**config.mk**
```make
export PLATFORM = sky130hd
export DESIGN_NAME = cfg_timer
export DESIGN_NICKNAME = d
export VERILOG_FILES = /design/src/rtl/cfg_timer_pkg.sv /design/src/rtl/cfg_timer_mode.sv /design/src/rtl/cfg_timer_counter.sv /design/src/rtl/cfg_timer_cmp.sv /design/src/rtl/cfg_timer_flags.sv /design/src/rtl/cfg_timer.sv
export SDC_FILE = /design/constraint.sdc
export NUM_CORES = 1
export LEC_CHECK = 0
export BUFFER_PORTS_ARGS = -buffer_cell sky130_fd_sc_hd__buf_2
export CORE_MARGIN = 2
export CORE_UTILIZATION = 40
export CTS_BUF_LIST = sky130_fd_sc_hd__clkbuf_4 sky130_fd_sc_hd__clkbuf_8
export CTS_CLUSTER_SIZE = 30
export DETAILED_ROUTE_END_ITERATION = 10
export GPL_ROUTABILITY_DRIVEN = 0
export GPL_TIMING_DRIVEN = 0
export MAX_ROUTING_LAYER = met4
export PLACE_DENSITY = 0.6
export SLEW_MARGIN = 30
export SYNTH_ARGS = -nofsm -noshare
export SYNTH_HDL_FRONTEND = slang
export SYNTH_SLANG_ARGS = --single-unit
```
**constraint.sdc**
```tcl
create_clock -name clk -period 3.19 [get_ports clk]
set_input_delay 0.4785 -clock clk [delete_from_list [all_inputs] [get_ports clk]]
set_output_delay 0.4785 -clock clk [all_outputs]
set_load 0.02 [all_outputs]
```
**src/rtl/cfg_timer_pkg.sv**
```systemverilog
package cfg_timer_pkg;

   typedef enum logic [2:0] {
      TM_NORM8  = 3'd0,
      TM_LIM8   = 3'd1,
      TM_NORM16 = 3'd2,
      TM_CAP8   = 3'd3,
      TM_CAP16  = 3'd4
   } tmr_mode_e;

   localparam int FLG_A   = 0;
   localparam int FLG_B   = 1;
   localparam int FLG_OVF = 2;
   localparam int NUM_FLG = 3;

endpackage

```
**src/rtl/cfg_timer_mode.sv**
```systemverilog
module cfg_timer_mode
   import cfg_timer_pkg::*;
(
   input  logic      wide,
   input  logic      cap,
   input  logic      ctc,
   output tmr_mode_e mode,
   output logic      is_wide,
   output logic      is_lim
);

   always_comb begin
      if (cap)       mode = wide ? TM_CAP16 : TM_CAP8;
      else if (wide) mode = TM_NORM16;
      else if (ctc)  mode = TM_LIM8;
      else           mode = TM_NORM8;
   end

   assign is_wide = (mode == TM_NORM16) || (mode == TM_CAP16);
   assign is_lim  = (mode == TM_LIM8);

endmodule

```
**src/rtl/cfg_timer_counter.sv**
```systemverilog
module cfg_timer_counter #(
   parameter int CNT_W  = 16,
   parameter int BYTE_W = 8
) (
   input  logic              clk,
   input  logic              rst_n,
   input  logic              tick,
   input  logic              is_wide,
   input  logic              is_lim,
   input  logic              lo_we,
   input  logic              hi_we,
   input  logic [BYTE_W-1:0] wbyte,
   input  logic [BYTE_W-1:0] limit,
   output logic [CNT_W-1:0]  count,
   output logic              eval_ok,
   output logic              ovf_evt
);

   localparam int HI_W = CNT_W - BYTE_W;

   if (HI_W != BYTE_W) begin : g_bad_width
      $error("cfg_timer_counter: CNT_W must be twice BYTE_W");
   end

   logic [CNT_W-1:0]  cnt_q, cnt_nxt;
   logic [BYTE_W-1:0] hold_q;
   logic              blk_q;
   logic              wr_any;
   logic              at_max;
   logic [BYTE_W-1:0] lo_cur, lo_nxt;

   assign wr_any = lo_we | hi_we;
   assign lo_cur = cnt_q[BYTE_W-1:0];
   assign at_max = is_wide ? (&cnt_q) : (&lo_cur);

   always_comb begin
      lo_nxt = (is_lim && lo_cur == limit) ? '0 : lo_cur + 1'b1;
      if (is_wide) cnt_nxt = cnt_q + 1'b1;
      else         cnt_nxt = {cnt_q[CNT_W-1:BYTE_W], lo_nxt};
   end

   always_ff @(posedge clk) begin
      if (!rst_n) begin
         cnt_q  <= '0;
         hold_q <= '0;
         blk_q  <= 1'b0;
      end else begin
         if (hi_we) hold_q <= wbyte;
         if (lo_we)     cnt_q <= {hold_q, wbyte};
         else if (tick) cnt_q <= cnt_nxt;
         if (wr_any)    blk_q <= 1'b1;
         else if (tick) blk_q <= 1'b0;
      end
   end

   assign count   = cnt_q;
   assign eval_ok = tick & ~blk_q & ~wr_any;
   assign ovf_evt = tick & ~lo_we & at_max;

   // no tick and no commit keeps the count
   p_hold_r2: assert property (@(posedge clk) disable iff (!rst_n)
      (!tick && !lo_we) |=> $stable(count));

   // at the top of the selected width the count returns to zero
   p_wrap_r3: assert property (@(posedge clk) disable iff (!rst_n)
      (tick && !lo_we && is_wide && (&count)) |=> (count == '0));

   // limit reached, low byte returns to zero
   p_lim_clear_r4: assert property (@(posedge clk) disable iff (!rst_n)
      (tick && !lo_we && is_lim && count[BYTE_W-1:0] == limit)
      |=> (count[BYTE_W-1:0] == '0));

   // committed value is the held byte over the written byte
   p_commit_r8: assert property (@(posedge clk) disable iff (!rst_n)
      (lo_we && !hi_we) |=> (count == {$past(hold_q), $past(wbyte)}));

endmodule

```
**src/rtl/cfg_timer_cmp.sv**
```systemverilog
module cfg_timer_cmp #(
   parameter int CNT_W   = 16,
   parameter int BYTE_W  = 8,
   parameter bit WIDE_OK = 1'b1
) (
   input  logic             clk,
   input  logic             rst_n,
   input  logic             we,
   input  logic [CNT_W-1:0] wdata,
   input  logic [CNT_W-1:0] count,
   input  logic             is_wide,
   input  logic             eval_ok,
   output logic [CNT_W-1:0] ocr,
   output logic             hit
);

   logic [CNT_W-1:0] ocr_q;
   logic             eq_narrow;
   logic             eq_full;

   always_ff @(posedge clk) begin
      if (!rst_n)  ocr_q <= '0;
      else if (we) ocr_q <= wdata;
   end

   assign eq_narrow = (count[BYTE_W-1:0] == ocr_q[BYTE_W-1:0]);

   if (WIDE_OK) begin : g_wide
      assign eq_full = (count == ocr_q);
   end else begin : g_narrow_only
      assign eq_full = 1'b0;
   end

   assign hit = eval_ok & (is_wide ? eq_full : eq_narrow);
   assign ocr = ocr_q;

   // a compare write is visible one cycle later
   p_ocr_load_r9: assert property (@(posedge clk) disable iff (!rst_n)
      we |=> (ocr == $past(wdata)));

endmodule

```
**src/rtl/cfg_timer_flags.sv**
```systemverilog
module cfg_timer_flags #(
   parameter int N = 3
) (
   input  logic         clk,
   input  logic         rst_n,
   input  logic [N-1:0] set,
   input  logic         clr_we,
   input  logic [N-1:0] clr_mask,
   input  logic [N-1:0] ack,
   input  logic [N-1:0] ien,
   output logic [N-1:0] flags,
   output logic [N-1:0] irq
);

   logic [N-1:0] clr;
   assign clr = (clr_we ? clr_mask : '0) | ack;

   for (genvar i = 0; i < N; i++) begin : g_flag
      logic f_q;
      always_ff @(posedge clk) begin
         if (!rst_n)      f_q <= 1'b0;
         else if (set[i]) f_q <= 1'b1;
         else if (clr[i]) f_q <= 1'b0;
      end
      assign flags[i] = f_q;
      assign irq[i]   = f_q & ien[i];

      // a set in the same cycle as a clear leaves the flag high
      p_set_wins_r10: assert property (@(posedge clk) disable iff (!rst_n)
         set[i] |=> flags[i]);

      // a clear without a set drops the flag
      p_clear_r10: assert property (@(posedge clk) disable iff (!rst_n)
         (clr[i] && !set[i]) |=> !flags[i]);
   end

endmodule

```
**src/rtl/cfg_timer.sv**
```systemverilog
module cfg_timer
   import cfg_timer_pkg::*;
#(
   parameter int CNT_W  = 16,
   parameter int BYTE_W = 8
) (
   input  logic              clk,
   input  logic              rst_n,
   input  logic              tick,
   input  logic              mode_wide,
   input  logic              mode_cap,
   input  logic              mode_ctc,
   input  logic              cnt_lo_we,
   input  logic              cnt_hi_we,
   input  logic [BYTE_W-1:0] cnt_wbyte,
   input  logic              cmpa_we,
   input  logic              cmpb_we,
   input  logic [CNT_W-1:0]  cmp_wdata,
   input  logic              flag_clr_we,
   input  logic [2:0]        flag_clr_mask,
   input  logic [2:0]        irq_ack,
   input  logic [2:0]        irq_en,
   output logic [CNT_W-1:0]  count,
   output logic              flag_a,
   output logic              flag_b,
   output logic              flag_ovf,
   output logic              irq_a,
   output logic              irq_b,
   output logic              irq_ovf
);

   tmr_mode_e        mode;
   logic             is_wide, is_lim;
   logic             eval_ok, ovf_evt;
   logic [CNT_W-1:0] ocr_a, ocr_b;
   logic [1:0]       hit;
   logic [NUM_FLG-1:0] set_v, flags_v, irq_v;

   cfg_timer_mode u_mode (
      .wide    (mode_wide),
      .cap     (mode_cap),
      .ctc     (mode_ctc),
      .mode    (mode),
      .is_wide (is_wide),
      .is_lim  (is_lim)
   );

   cfg_timer_counter #(.CNT_W(CNT_W), .BYTE_W(BYTE_W)) u_cnt (
      .clk     (clk),
      .rst_n   (rst_n),
      .tick    (tick),
      .is_wide (is_wide),
      .is_lim  (is_lim),
      .lo_we   (cnt_lo_we),
      .hi_we   (cnt_hi_we),
      .wbyte   (cnt_wbyte),
      .limit   (ocr_a[BYTE_W-1:0]),
      .count   (count),
      .eval_ok (eval_ok),
      .ovf_evt (ovf_evt)
   );

   for (genvar c = 0; c < 2; c++) begin : g_cmp
      logic             we_c;
      logic [CNT_W-1:0] ocr_c;
      assign we_c = (c == 0) ? cmpa_we : cmpb_we;
      cfg_timer_cmp #(.CNT_W(CNT_W), .BYTE_W(BYTE_W), .WIDE_OK(c == 0)) u_cmp (
         .clk     (clk),
         .rst_n   (rst_n),
         .we      (we_c),
         .wdata   (cmp_wdata),
         .count   (count),
         .is_wide (is_wide),
         .eval_ok (eval_ok),
         .ocr     (ocr_c),
         .hit     (hit[c])
      );
   end

   assign ocr_a = g_cmp[0].ocr_c;
   assign ocr_b = g_cmp[1].ocr_c;

   always_comb begin
      set_v          = '0;
      set_v[FLG_A]   = hit[0];
      set_v[FLG_B]   = hit[1];
      set_v[FLG_OVF] = ovf_evt;
   end

   cfg_timer_flags #(.N(NUM_FLG)) u_flags (
      .clk      (clk),
      .rst_n    (rst_n),
      .set      (set_v),
      .clr_we   (flag_clr_we),
      .clr_mask (flag_clr_mask),
      .ack      (irq_ack),
      .ien      (irq_en),
      .flags    (flags_v),
      .irq      (irq_v)
   );

   assign flag_a   = flags_v[FLG_A];
   assign flag_b   = flags_v[FLG_B];
   assign flag_ovf = flags_v[FLG_OVF];
   assign irq_a    = irq_v[FLG_A];
   assign irq_b    = irq_v[FLG_B];
   assign irq_ovf  = irq_v[FLG_OVF];

   // in 16-bit width flag B stays low
   p_wide_no_b_r6: assert property (@(posedge clk) disable iff (!rst_n)
      (mode_wide && !flag_b && !cmpb_we) |=> !flag_b);

   // a counter write followed by a tick raises no compare flag
   p_block_r7: assert property (@(posedge clk) disable iff (!rst_n)
      ((cnt_lo_we || cnt_hi_we) && !flag_a && !flag_b) |=> (!flag_a && !flag_b));

   // interrupt requests never appear without their enable
   p_irq_gate_r11: assert property (@(posedge clk) disable iff (!rst_n)
      !((irq_a && !irq_en[0]) || (irq_b && !irq_en[1]) || (irq_ovf && !irq_en[2])));

endmodule

```
Word level (Yosys, flattened, before mapping)
Cells that the tools add are included.

Register bits after elaboration: 52. Input port bits: 44. Output and inout bits: 22. Word-level logic and storage cells: 62.

Add/subtract/negate cells: 2. Equality and inequality tests: 6. Mux-type cells: 20. Bitwise operators: 14. Reductions and logical operators: 11.

Operators by type and width (count): 2-to-1 mux 16 bit (3); adder 16 x 1 -> 16 bit (second input constant) (1); equality test 16 bit (1); equality test 8 bit (2); AND reduction 16 bit (1); 2-to-1 mux 1 bit (12); 2-to-1 mux 3 bit (4); nonzero test 2 bit (6); AND 1 bit (9); adder 8 x 1 -> 8 bit (second input constant) (1); 2-to-1 mux 8 bit (1); AND reduction 8 bit (1); equality test 3 x 1 -> 1 bit (second input constant) (1); equality test 3 x 2 -> 1 bit (second input constant) (1); equality test 3 bit (second input constant) (1); NOT 1 bit (3); bitwise OR 3 bit (1); AND reduction 2 bit (1); logical AND 1 bit (1); logical OR 1 bit (1); bitwise OR 1 bit (1).

Logic depth before layout (Yosys ltp)
Gate-level depths: netlist (run 1).

Depth after elaboration: 9. Gate-level depth with buffers: 6. Mapped depth without buffers: 5.

Cells and area by module
Synthesis (run 1) repeated with hierarchy kept, for this count alone.

Cells, all modules: 326. Area total of the unflattened synthesis: 3121.7 um^2.

By module, submodules not included: cfg_timer_counter (times used 1, cells each 167, area each 1413.9 um^2, seq. area each 500.5 um^2); cfg_timer_cmp at g_cmp[0].u_cmp (times used 1, cells each 73, area each 782.0 um^2, seq. area each 320.3 um^2); cfg_timer_cmp at g_cmp[1].u_cmp (times used 1, cells each 63, area each 709.4 um^2, seq. area each 320.3 um^2); cfg_timer_flags (times used 1, cells each 18, area each 162.7 um^2, seq. area each 60.1 um^2); cfg_timer_mode (times used 1, cells each 5, area each 53.8 um^2, seq. area each 0.0 um^2).

Least setup slack after synthesis (run 1)
Ideal clock, no wire load.

Path kind: input to register. Start: in mode_wide. End: reg u_cnt.cnt_q[15], in the netlist u_cnt.count[15]. Setup time: 79 ps. Arrival time: 1783 ps. Required time: 3111 ps. Slack: 1328 ps. Stages: 5. Path buffers: 0. Cell sequence: ha_1 > xor2_2 > nand4_1 > or4_1 > o211ai_1.

Cells in the longest elaborated chain, start to end: 6. Elaborated cells between the ends (all ways): 8. Classes of those cells: eq/ne: 2; mux: 3; reduce/logical: 3.

Ends and longest elaborated chain: start: declaration (RTL line cfg_timer.sv:10) `input logic mode_wide,`; 2-to-1 mux 3 bit (on tied branches) (RTL line cfg_timer_mode.sv:14, cfg_timer_mode.sv:13); 2-to-1 mux 3 bit * (RTL line cfg_timer_mode.sv:13) `if (cap) mode = wide ? TM_CAP16 : TM_CAP8;`; equality test 3 x 2 -> 1 bit or equality test 3 bit (tied branches) (RTL line cfg_timer_mode.sv:19) `assign is_wide = (mode == TM_NORM16) || (mode == TM_CAP16);`; logical OR 1 bit * (RTL line cfg_timer_mode.sv:19); nonzero test 2 bit (no source line) *; AND reduction 2 bit (no source line) *; end signal: assignment (RTL line cfg_timer_counter.sv:49) `if (lo_we) cnt_q <= {hold_q, wbyte};`; end signal: assignment (RTL line cfg_timer_counter.sv:50) `else if (tick) cnt_q <= cnt_nxt;`; end: declaration (RTL line cfg_timer_counter.sv:25) `logic [CNT_W-1:0] cnt_q, cnt_nxt;`.

Every way passes the cells marked *; elsewhere a longest branch is shown, timed or not. A chain may end at the register's enable or synchronous reset.

Worst setup path after layout (run 1)
Start: reg u_cnt.cnt_q[0], in the netlist u_cnt.count[0]. End: reg u_cnt.cnt_q[14], in the netlist u_cnt.count[14].

Cells in the longest elaborated chain, start to end: 4.

Ends and longest elaborated chain: adder 16 x 1 -> 16 bit (RTL line cfg_timer_counter.sv:38) `if (is_wide) cnt_nxt = cnt_q + 1'b1;`; 2-to-1 mux 16 bit (RTL line cfg_timer_counter.sv:38); 2-to-1 mux 16 bit (RTL line cfg_timer_counter.sv:50); 2-to-1 mux 16 bit (RTL line cfg_timer_counter.sv:49).

Every way passes these cells. The select of a mux whose other input is x is not followed.

==> flow_summary_export.csv, run 1 <==
group,metric,value,unit
sta,hold_viol_final,0,
power,power.density,429,nW/um^2
logic_synthesis,synth-main-ff-cell,"dfxtp_1",
worst_setup_path,crit_buf_inv,1,
worst_setup_path,critPathTopFamily,"flip-flops",
worst_setup_path,cp.required,3.40,ns
clock_tree,worstSkewPairLatency,0.31,ns
clock_tree,cts_max_level,2,
min_path,min_from,"cmp_wdata[11]",
power,power,1350,uW
placed_design,place_ws,0.964,ns
run,cap_violations,0,
sta,relSlewSlack,52.5,%
logic_synthesis,mappedNetlistArea,2650,sq um
logic_synthesis,yosysTopAreaCell,"dfxtp_1",
sta,finalSetupTns,0,ns
min_path,whs_path_depth,3,
sta,clock.fmax,0.500,GHz
clock_tree,cts_sinks,52,
logic_synthesis,yosysSeqAreaShare,39.2,%
floorplan,fp.dieW,85.4,microns
clock_tree,cts_root_buf,"clkbuf_8",
logic_synthesis,yosysUniqueCellTypes,46,
sta,finClkSkew,0.00445,ns
worst_setup_path,cp-startpoint,"u_cnt.count[0]$_SDFFE_PN0P_",
global_routing,grt_pass1_wl,11400,microns
power,leakage,0.00140,uW
sta,setup_ws,1.19,ns
clock_tree,cts.repair.resized,0,
worst_setup_path,end_kind,"register",
sta,setup_viol,0,
logic_synthesis,ys_top_cells_by_area,"dfxtp_1 39%, mux2i_1 12%, nor2_1 5.7%",
detailed_routing,drtIter0Drc,120,
logic_synthesis,synthCells,290,
detailed_routing,drt_pass1_iterations,4,
sta,drv_slew,0,
worst_setup_path,arrival,2.21,ns
placed_design,dp_hpwl,5230,microns
layout,syn_to_final_growth,18.8,%
global_routing,overflow,0,
status,outcome,"finished clean",
clock_tree,cts_tree,"yes",
worst_setup_path,reg2reg_from,"u_cnt.count[0]$_SDFFE_PN0P_",
detailed_routing,vias,2305,
logic_synthesis,synth-edff-count,0,
sta,fin_crit_sh,62.7,%
global_routing,antenna_found_initial,0,
logic_synthesis,yosysWarnings,0,
global_routing,grtUsageTotal,20.4,%
global_routing,grt_max_degree,17,
global_routing,first_global_vias,2198,
logic_synthesis,netlist.area_leader.share,39.2,%
placed_design,io_buffer_count,61,
worst_setup_path,cp_slowest_stage_delay,0.54,ns
sta,rsz0062_at_grt,"false",
clock_tree,cts.path.max_buffers,2,
detailed_routing,postRouteAntennaNets,0,
worst_setup_path,rr_worst_depth,6,
floorplan,chipHeight,85.4,microns
detailed_routing,via_per_inst,5.29,
worst_setup_path,slowest_stage,"dfxtp_1",
clock_tree,cts_buffers,5,
floorplan,start_util,41.5,%
min_path,hold_path.class,"in -> reg",
floorplan,placementRows,29,
worst_setup_path,cp.depth,6,
layout,diodes,0,
floorplan,die-area,7300,sq um
layout,nNetsFinal,404,
logic_synthesis,synth_nets,336,
clock_tree,cts_setup_buffers,0,
floorplan,core_area,6390,sq um
clock_tree,cts-hold-fix-buffers,0,
logic_synthesis,async_flop_share,0,%
detailed_routing,wire_per_inst,15.8,microns
sta,fin_crit,2.00,ns
logic_synthesis,ys_ff_latch,52,
worst_setup_path,cp_max_fo,8,
detailed_routing,drc,0,
worst_setup_path,cp_cell_sequence,"ha_1 -> and3_1 -> clkbuf_1 -> and2_1 -> a311oi_1 -> a211o_1",
floorplan,io_pins,66,
worst_setup_path,critPathLaunchType,"register",
worst_setup_path,criticalPathCategory,"reg -> reg",
power,ir_drop,0.289,mV
clock_tree,cts.clk_slew.worst_paths,0.10,ns
logic_synthesis,synth.avg_cell_area,9.15,sq um
detailed_routing,wl,6880,microns
layout,drive_gt1_share,22.3,%
sta,worst_pin_slew,0.713,ns
## stage by stage
step	std cells	util, %	hold slack (ns)	instance area (sq um)
after floorplan	290	-	0.450	2650
after CTS	436	49.4	0.392	3150
after detailed placement	428	47.8	0.460	3050
after global routing	436	49.4	0.385	3150
after global placement	428	47.8	0.460	3050
final	436	49.4	0.400	3150
## area by class of cell
type / instances / area, sq um
inverter: 2 / 7.51
tap: 77 / 96.3
multi-input combinational: 215 / 1510
sequential: 52 / 1040
fill: 639 / 3230
clock inverter: 2 / 15.0
clock buffer: 6 / 82.6
buffer: 21 / 91.3
timing repair buffer: 61 / 305
## report_power, final
group          switching (uW)  total [uW]  internal, uW  leakage (uW)
Clock                     222         398           176     0.0000434
Combinational             132         238           106      0.000930
Sequential               32.5         717           684      0.000428
Total                     387        1350           966       0.00140
## registers in the layout, summed over array words and instances (netlist names)
signal              flops
g_cmp.u_cmp.ocr        24
u_cnt.hold_q            8
u_cnt.count            16
u_flags.g_flag.f_q      3
u_cnt.blk_q             1
## path summary, 6_finish.rpt
check                                        end  slack [ns]
max                 u_cnt.count[14]$_SDFFE_PN0P_        1.19
min          g_cmp[0].u_cmp.ocr[11]$_SDFFE_PN0P_        0.40
max reg2reg         u_cnt.count[14]$_SDFFE_PN0P_        1.19
min reg2reg             u_cnt.blk_q$_SDFFE_PN0P_        0.48
## cell usage after synthesis, drive strengths merged (2+ instances only)
cell type / count
nand4: 9
dfxtp: 52
and2: 7
or4: 2
and4: 3
and3: 5
a21oi: 11
a31oi: 3
or3: 3
xor2: 18
a22oi: 6
a211oi: 2
inv: 2
nand3: 9
o211ai: 2
nor3: 2
nor2: 40
o311ai: 2
xnor2: 15
ha: 2
buf: 11
clkbuf: 10
a22o: 3
nand2: 7
o22ai: 9
nor4: 2
mux2i: 32
nor3b: 7
## cells by family after synthesis
kind of cell / count (synthesis) / synth area share, %
buffers and inverters: 23 / 3.73
multiplexers: 32 / 12.1
AO/OA/AOI/OAI: 49 / 13.6
AND/OR/NAND/NOR: 99 / 19.2
flip-flops: 52 / 39.2
XOR/XNOR: 33 / 11.2
adder cells (fa/ha/maj): 2 / 0.943
## worst min-delay path, cell delays in order
cell and delay, ns:
buf_2 0.07, mux2i_1 0.05, nor2_1 0.07
## placed cells by master (no fill, tap or decap), types with 2 or more instances in the layout
master / n
a31oi_1: 3
a21oi_1: 11
and3_1: 5
mux2i_1: 32
xnor2_1: 15
dfxtp_1: 52
clkbuf_8: 6
xor2_1: 17
clkbuf_1: 10
ha_1: 2
o211ai_1: 2
buf_1: 3
inv_1: 2
nor3_1: 2
nand3_1: 9
and2_1: 7
nand2_1: 7
nor2_1: 40
a211oi_1: 2
clkinvlp_4: 2
a22oi_1: 6
or3_1: 3
nor3b_1: 7
nor4_1: 2
and4_1: 3
or4_1: 2
a22o_1: 3
nand4_1: 9
buf_2: 68
o22ai_1: 9
## per-layer routing
metal / part of all wire (%) / up-vias / global-route usage (%)
met4: 2.1 / 0 / 7.07
met1: 49 / 1054 / 28.3
met5: 0 / - / -
li1: - / 1177 / -
met3: 4.6 / 13 / 3.31
met2: 44 / 61 / 30.2
Power figures use the tool's default switching activity.
==> run 2, diff against run 1 <==
- ABC_AREA: not set -> 1
- PLACE_DENSITY: 0.6 -> 0.59
- clock period: 3.19 -> 2.01 ns (I/O delays scaled with it)
==> run 2 against run 1 <==
Via count rose by 18%. Wire length rose by 9.2%. Combinational power increased by 66%. Critical path type unchanged. Highest routed layer unchanged.
==> flow_summary_export.csv, run 2 <==
group,metric,value,unit
status,outcome,"finished clean",
logic_synthesis,mappedNetlistArea,2810,sq um
worst_setup_path,arrival,1.87,ns
worst_setup_path,cp.required,2.26,ns
clock_tree,cts_setup_buffers,0,
clock_tree,cts_tree,"yes",
worst_setup_path,end_kind,"register",
min_path,hold_path.class,"in -> reg",
sta,setup_viol,0,
sta,fin_crit,1.62,ns
layout,ff_latch_area,1040,sq um
placed_design,io_buffer_count,63,
layout,largest_reg_flops,24,
worst_setup_path,criticalPathCategory,"reg -> reg",
global_routing,antenna_found_initial,0,
sta,worst_pin_slew,0.615,ns
logic_synthesis,synth_fa_ha_area_share,0.890,%
logic_synthesis,synth_top_family_by_area,"simple AND/OR/NAND/NOR gates",
floorplan,fp.dieW,87.8,microns
sta,rsz0062_at_grt,"false",
logic_synthesis,synth.top_cells.by_count,"72 x nor2_1, 59 x nand2_1, 52 x dfxtp_1, 35 x o21ai_0, 32 x inv_1",
detailed_routing,via_per_inst,4.84,
worst_setup_path,cp_max_fo,8,
detailed_routing,wire_per_inst,13.4,microns
layout,diodes,0,
power,ir_drop,0.415,mV
logic_synthesis,synthSimpleGateAreaFrac,30.0,%
layout,drive_gt1_share,21.5,%
detailed_routing,drc,0,
placed_design,dp_hpwl,5790,microns
power,power_frac_clock,33.7,%
layout,syn_to_final_growth,19.8,%
power,p_sw_share,28.3,%
power,power.density,689,nW/um^2
logic_synthesis,yosysTopAreaCell,"dfxtp_1",
logic_synthesis,ys_top_cells_by_area,"dfxtp_1 37%, nor2_1 9.6%, nand2_1 7.9%",
sta,clock.fmax,0.617,GHz
logic_synthesis,synth_compound_area_share,14.4,%
logic_synthesis,async_flop_share,0,%
global_routing,use_met2,33.7,%
sta,drv_slew,0,
global_routing,met3_usage,3.39,%
global_routing,overflow,0,
clock_tree,cts-hold-fix-buffers,0,
clock_tree,cts.repair.resized,0,
layout,final_common_cell,"nor2_1",
logic_synthesis,yosysWarnings,0,
detailed_routing,postRouteAntennaNets,0,
logic_synthesis,synthCells,394,
run,cap_violations,0,
logic_synthesis,synth-main-ff-cell,"dfxtp_1",
logic_synthesis,synth_xor_area_share,8.41,%
global_routing,grtUsageTotal,20.9,%
logic_synthesis,synth_mux_area_share,0,%
power,leakage,0.00153,uW
global_routing,first_global_vias,2491,
logic_synthesis,yosysUniqueCellTypes,32,
global_routing,grt_use_met1,27.1,%
sta,relSlewSlack,58.8,%
floorplan,die-area,7710,sq um
power,cellInternalPower,1660,uW
placed_design,place_ws,0.217,ns
power,seqPwrFrac,49.2,%
clock_tree,cts.path.max_buffers,2,
sta,finClkSkew,0.00563,ns
global_routing,grt_busiest_layer,"met2",
detailed_routing,drt_pass1_iterations,4,
layout,layout_common_cells,"72 x nor2_1, 64 x buf_2, 59 x nand2_1, 52 x dfxtp_1, 35 x o21ai_0",
logic_synthesis,ys_ff_latch,52,
worst_setup_path,critPathLaunchType,"register",
detailed_routing,vias,2718,
power,power.switching,658,uW
floorplan,placementRows,30,
layout,multi_input_area,1510,sq um
sta,hold_viol_final,0,
floorplan,io_pins,66,
clock_tree,cts_sinks,52,
global_routing,grt_max_degree,17,
logic_synthesis,yosysSeqAreaShare,37.0,%
clock_tree,cts_buffers,5,
logic_synthesis,synth_most_common_cell,"nor2_1",
sta,finalSetupTns,0,ns
floorplan,chipHeight,87.8,microns
logic_synthesis,netlist.area_leader.share,37.0,%
logic_synthesis,synth-edff-count,0,
clock_tree,cts.clk_slew.worst_paths,0.10,ns
worst_setup_path,reg2reg_slack,0.39,ns
layout,fill_cells,732,
sta,setup_ws,0.389,ns
floorplan,start_util,41.4,%
clock_tree,cts_max_level,2,
clock_tree,cts_root_buf,"clkbuf_8",
detailed_routing,drtIter0Drc,122,
power,power_frac_comb,17.0,%
logic_synthesis,synth.avg_cell_area,7.14,sq um
global_routing,grt_pass1_wl,12000,microns
floorplan,core_area,6790,sq um
sta,fin_crit_sh,80.7,%
clock_tree,worstSkewPairLatency,0.32,ns
layout,nNetsFinal,510,
detailed_routing,wl,7520,microns
logic_synthesis,synth_nets,440,
==> run 2: kinds of logic after synthesis <==
group | count (synthesis)
buffers and inverters | 53
xor gates and xnor gates | 27
DFF | 52
and+or+nand+nor | 186
AOI/OAI and AO/OA | 74
adders and majority gates | 2
==> run 2: area by class of cell <==
| cell class | count | area share [%] |
|---|---|---|
| clock inverters | 2 | 1.15 |
| plain buffers | 18 | 3.79 |
| inverters | 35 | 3.90 |
| repair buffers | 63 | 9.36 |
| multi-input cells | 289 | 44.9 |
| well taps | 96 | 3.57 |
| flip-flops and latches | 52 | 30.9 |
| clock buffers | 6 | 2.45 |
==> run 2: metal layers <==
layer | wire (microns) | part of all wire, %
met5 | 0 | 0
met1 | 3590 | 48
met3 | 261 | 3.5
met2 | 3550 | 47
met4 | 114 | 1.5
==> run 2: worst paths after layout <==
path	from	endpoint	cells after the start
worst max register to register	u_cnt.count[1]$_SDFFE_PN0P_	u_cnt.count[6]$_SDFFE_PN0P_	6
worst min-delay path	cmp_wdata[9]	g_cmp[0].u_cmp.ocr[9]$_SDFFE_PN0P_	3
worst min register to register	u_cnt.hold_q[0]$_SDFFE_PN0P_	u_cnt.count[8]$_SDFFE_PN0P_	2
worst max-delay path	u_cnt.count[1]$_SDFFE_PN0P_	u_cnt.count[6]$_SDFFE_PN0P_	6
==> run 2: worst max-delay path: stages (launching register included) <==
cell and delay [ns]:
dfxtp_1 0.54, ha_1 0.27, nand2_2 0.11, nor2_4 0.22
xor2_1 0.17, nand3_1 0.09, a21oi_1 0.16
==> run 2: power by group through the flow <==
stage                     logic (uW)  clock network, uW  registers, uW
final                            395                783           1140
after global routing             447                834           1150
after CTS                        399                794           1140
after detailed placement         397                  0           1170
after global placement           393                  0           1160
after floorplan                  248                  0           1170
==> run 2: through the flow <==
step,instance area (sq um),hold slack (ns),std cells,util (%),total power [uW]
floorplan,2810,0.433,394,-,1420
global placement,3250,0.448,553,47.8,1560
detailed placement,3250,0.450,553,47.8,1560
CTS,3370,0.199,561,49.6,2340
global route,3370,0.202,561,49.6,2430
finish,3370,0.202,561,49.6,2320
==> run 3, diff against run 2 <==
- PLACE_DENSITY: 0.59 -> 0.62
- clock period: 2.01 -> 1.4 ns (I/O delays scaled with it)
==> run 3 against run 2 <==
Worst setup slack worse by 0.33 ns. Final cell count is 1.8% higher. Register-to-register slack worse by 0.33 ns. Power is 45% higher. Design area is 6.6% higher. Wire length is 1.3% higher. Critical path depth is 3 higher. Sequential power is 44% higher. Flip-flop and latch count stayed put. Utilization is 3.3 points higher. Critical endpoint is now u_cnt.count[4]$_SDFFE_PN0P_. Largest cell class unchanged.
==> flow_summary_export.csv, run 3 (synthesis gave the netlist of run 2 again) <==
group,metric,value,unit
sta,whs,0.115,ns
worst_setup_path,criticalPathCategory,"reg -> reg",
worst_setup_path,slowest_stage,"dfxtp_4",
clock_tree,cts_root_buf,"clkbuf_8",
detailed_routing,via_per_inst,4.89,
layout,drive_gt1_share,28.8,%
sta,finClkSkew,0.00899,ns
clock_tree,worstSkewPairLatency,0.32,ns
sta,hold_viol_final,0,
global_routing,grt_pass1_wl,12100,microns
min_path,hold_path.class,"in -> reg",
floorplan,io_pins,66,
layout,ff_latch_area,1060,sq um
floorplan,start_util,41.4,%
clock_tree,cts_tree,"yes",
worst_setup_path,crit_top_cell,"nand2_1",
min_path,min_from,"cmp_wdata[12]",
detailed_routing,drtIter0Drc,112,
min_path,hold_path_end,"g_cmp[0].u_cmp.ocr[12]$_SDFFE_PN0P_",
worst_setup_path,critPathLaunchType,"register",
global_routing,antenna_found_initial,0,
sta,rsz0062_at_grt,"true",
layout,fill_cells,688,
status,outcome,"finished clean",
layout,final_common_cell,"nor2_1",
detailed_routing,postRouteAntennaNets,0,
power,leakage,0.00163,uW
layout,nNetsFinal,520,
placed_design,dpl_cell_area,3250,sq um
worst_setup_path,crit_buf_inv,2,
floorplan,placementRows,30,
clock_tree,cts-hold-fix-buffers,0,
layout,syn_to_final_growth,27.7,%
global_routing,grt_max_degree,17,
sta,clock.fmax,0.746,GHz
detailed_routing,wire_per_inst,13.3,microns
sta,setup_viol,0,
global_routing,first_global_vias,2537,
detailed_routing,drc,0,
worst_setup_path,reg2reg_from,"u_cnt.count[1]$_SDFFE_PN0P_",
worst_setup_path,cp_cell_sequence,"buf_4 -> inv_1 -> nand2_1 -> nand2_1 -> nand2_1 -> nor2_4 -> nand3_4 -> nand3_1 -> a21oi_1",
layout,diodes,0,
detailed_routing,drt_pass1_iterations,5,
clock_tree,cts_buffers,5,
floorplan,core_area,6790,sq um
sta,drv_slew,0,
floorplan,fp.dieW,87.8,microns
clock_tree,cts.clk_slew.worst_paths,0.10,ns
global_routing,overflow,0,
layout,post-route-util,52.9,%
detailed_routing,wl,7610,microns
worst_setup_path,r2r-end,"u_cnt.count[4]$_SDFFE_PN0P_",
sta,finalSetupTns,0,ns
sta,fin_crit_sh,95.7,%
detailed_routing,vias,2790,
worst_setup_path,cp.required,1.58,ns
run,cap_violations,0,
worst_setup_path,cp_slowest_stage_delay,0.38,ns
worst_setup_path,rr_worst_depth,9,
worst_setup_path,critPathTopFamily,"simple AND/OR/NAND/NOR gates",
floorplan,chipHeight,87.8,microns
power,ir_drop,0.575,mV
clock_tree,cts.path.max_buffers,2,
min_path,whs_path_depth,3,
layout,largest_reg_flops,24,
worst_setup_path,reg2reg_slack,0.06,ns
worst_setup_path,cp_max_fo,8,
sta,relSlewSlack,53.3,%
layout,multi_input_area,1610,sq um
placed_design,dp_hpwl,5730,microns
power,power.density,940,nW/um^2
sta,fin_crit,1.34,ns
layout,layout_common_cells,"67 x nor2_1, 64 x buf_2, 59 x nand2_1, 39 x dfxtp_1, 35 x o21ai_0",
layout,fin_area,3590,sq um
floorplan,die-area,7710,sq um
global_routing,grtUsageTotal,20.7,%
clock_tree,cts_max_level,2,
worst_setup_path,arrival,1.52,ns
sta,worst_pin_slew,0.698,ns
clock_tree,cts_sinks,52,
worst_setup_path,end_kind,"register",
placed_design,io_buffer_count,63,
[run 3: layout make-up]
cell class	count	share of cell area, %
Multi-Input combinational cell	289	44.7
Tap cell	96	3.34
Clock inverter	2	1.08
Timing Repair Buffer	73	11.4
Inverter	35	3.66
Buffer	18	4.08
Clock buffer	6	2.13
Sequential cell	52	29.6
[run 3: power breakdown]
group	switching, uW	leakage (uW)	internal, uW
combinational	365	0.00113	275
clock	533	0.0000592	561
sequential	70.5	0.000436	1570
total	969	0.00163	2410
[run 3: worst max path at each step]
stage,from,endpoint,slack [ns],cells after the start
finish,u_cnt.count[1]$_SDFFE_PN0P_,u_cnt.count[4]$_SDFFE_PN0P_,0.06,9
global route,u_cnt.count[0]$_SDFFE_PN0P_,u_cnt.count[15]$_SDFFE_PN0P_,-0.01,9
CTS,u_cnt.count[1]$_SDFFE_PN0P_,u_cnt.count[12]$_SDFFE_PN0P_,0.01,7
detailed placement,mode_wide,u_cnt.count[7]$_SDFFE_PN0P_,-0.32,7
global placement,mode_wide,u_cnt.count[0]$_SDFFE_PN0P_,-0.31,7
floorplan,u_cnt.count[1]$_SDFFE_PN0P_,u_cnt.count[6]$_SDFFE_PN0P_,0.05,6
[run 3: what timing repair did]
item / in CTS / in global routing
buffers inserted: 3 / 7
pin swaps: 0 / 12
gates cloned: 0 / 0
gates resized for setup: 5 / 35
setup endpoints to repair: 11 / 17
[run 3: routing by layer]
layer	GRT usage, %	wire length [microns]
met1	27.0	3570
met2	33.6	3680
met3	2.92	298
met4	5.59	66
met5	-	0
[run 3: worst min-delay path, stage by stage]
cell    delay [ns]
buf_2         0.08
nor2_1        0.03
nor2_1        0.08
[run 3: through the flow]
stage	setup slack, ns	total power [uW]	cells
finish	0.0603	3380	571
global route	-0.0143	3520	571
CTS	0.0138	3350	564
detailed placement	-0.320	2240	553
global placement	-0.309	2230	553
floorplan	0.0544	2040	394
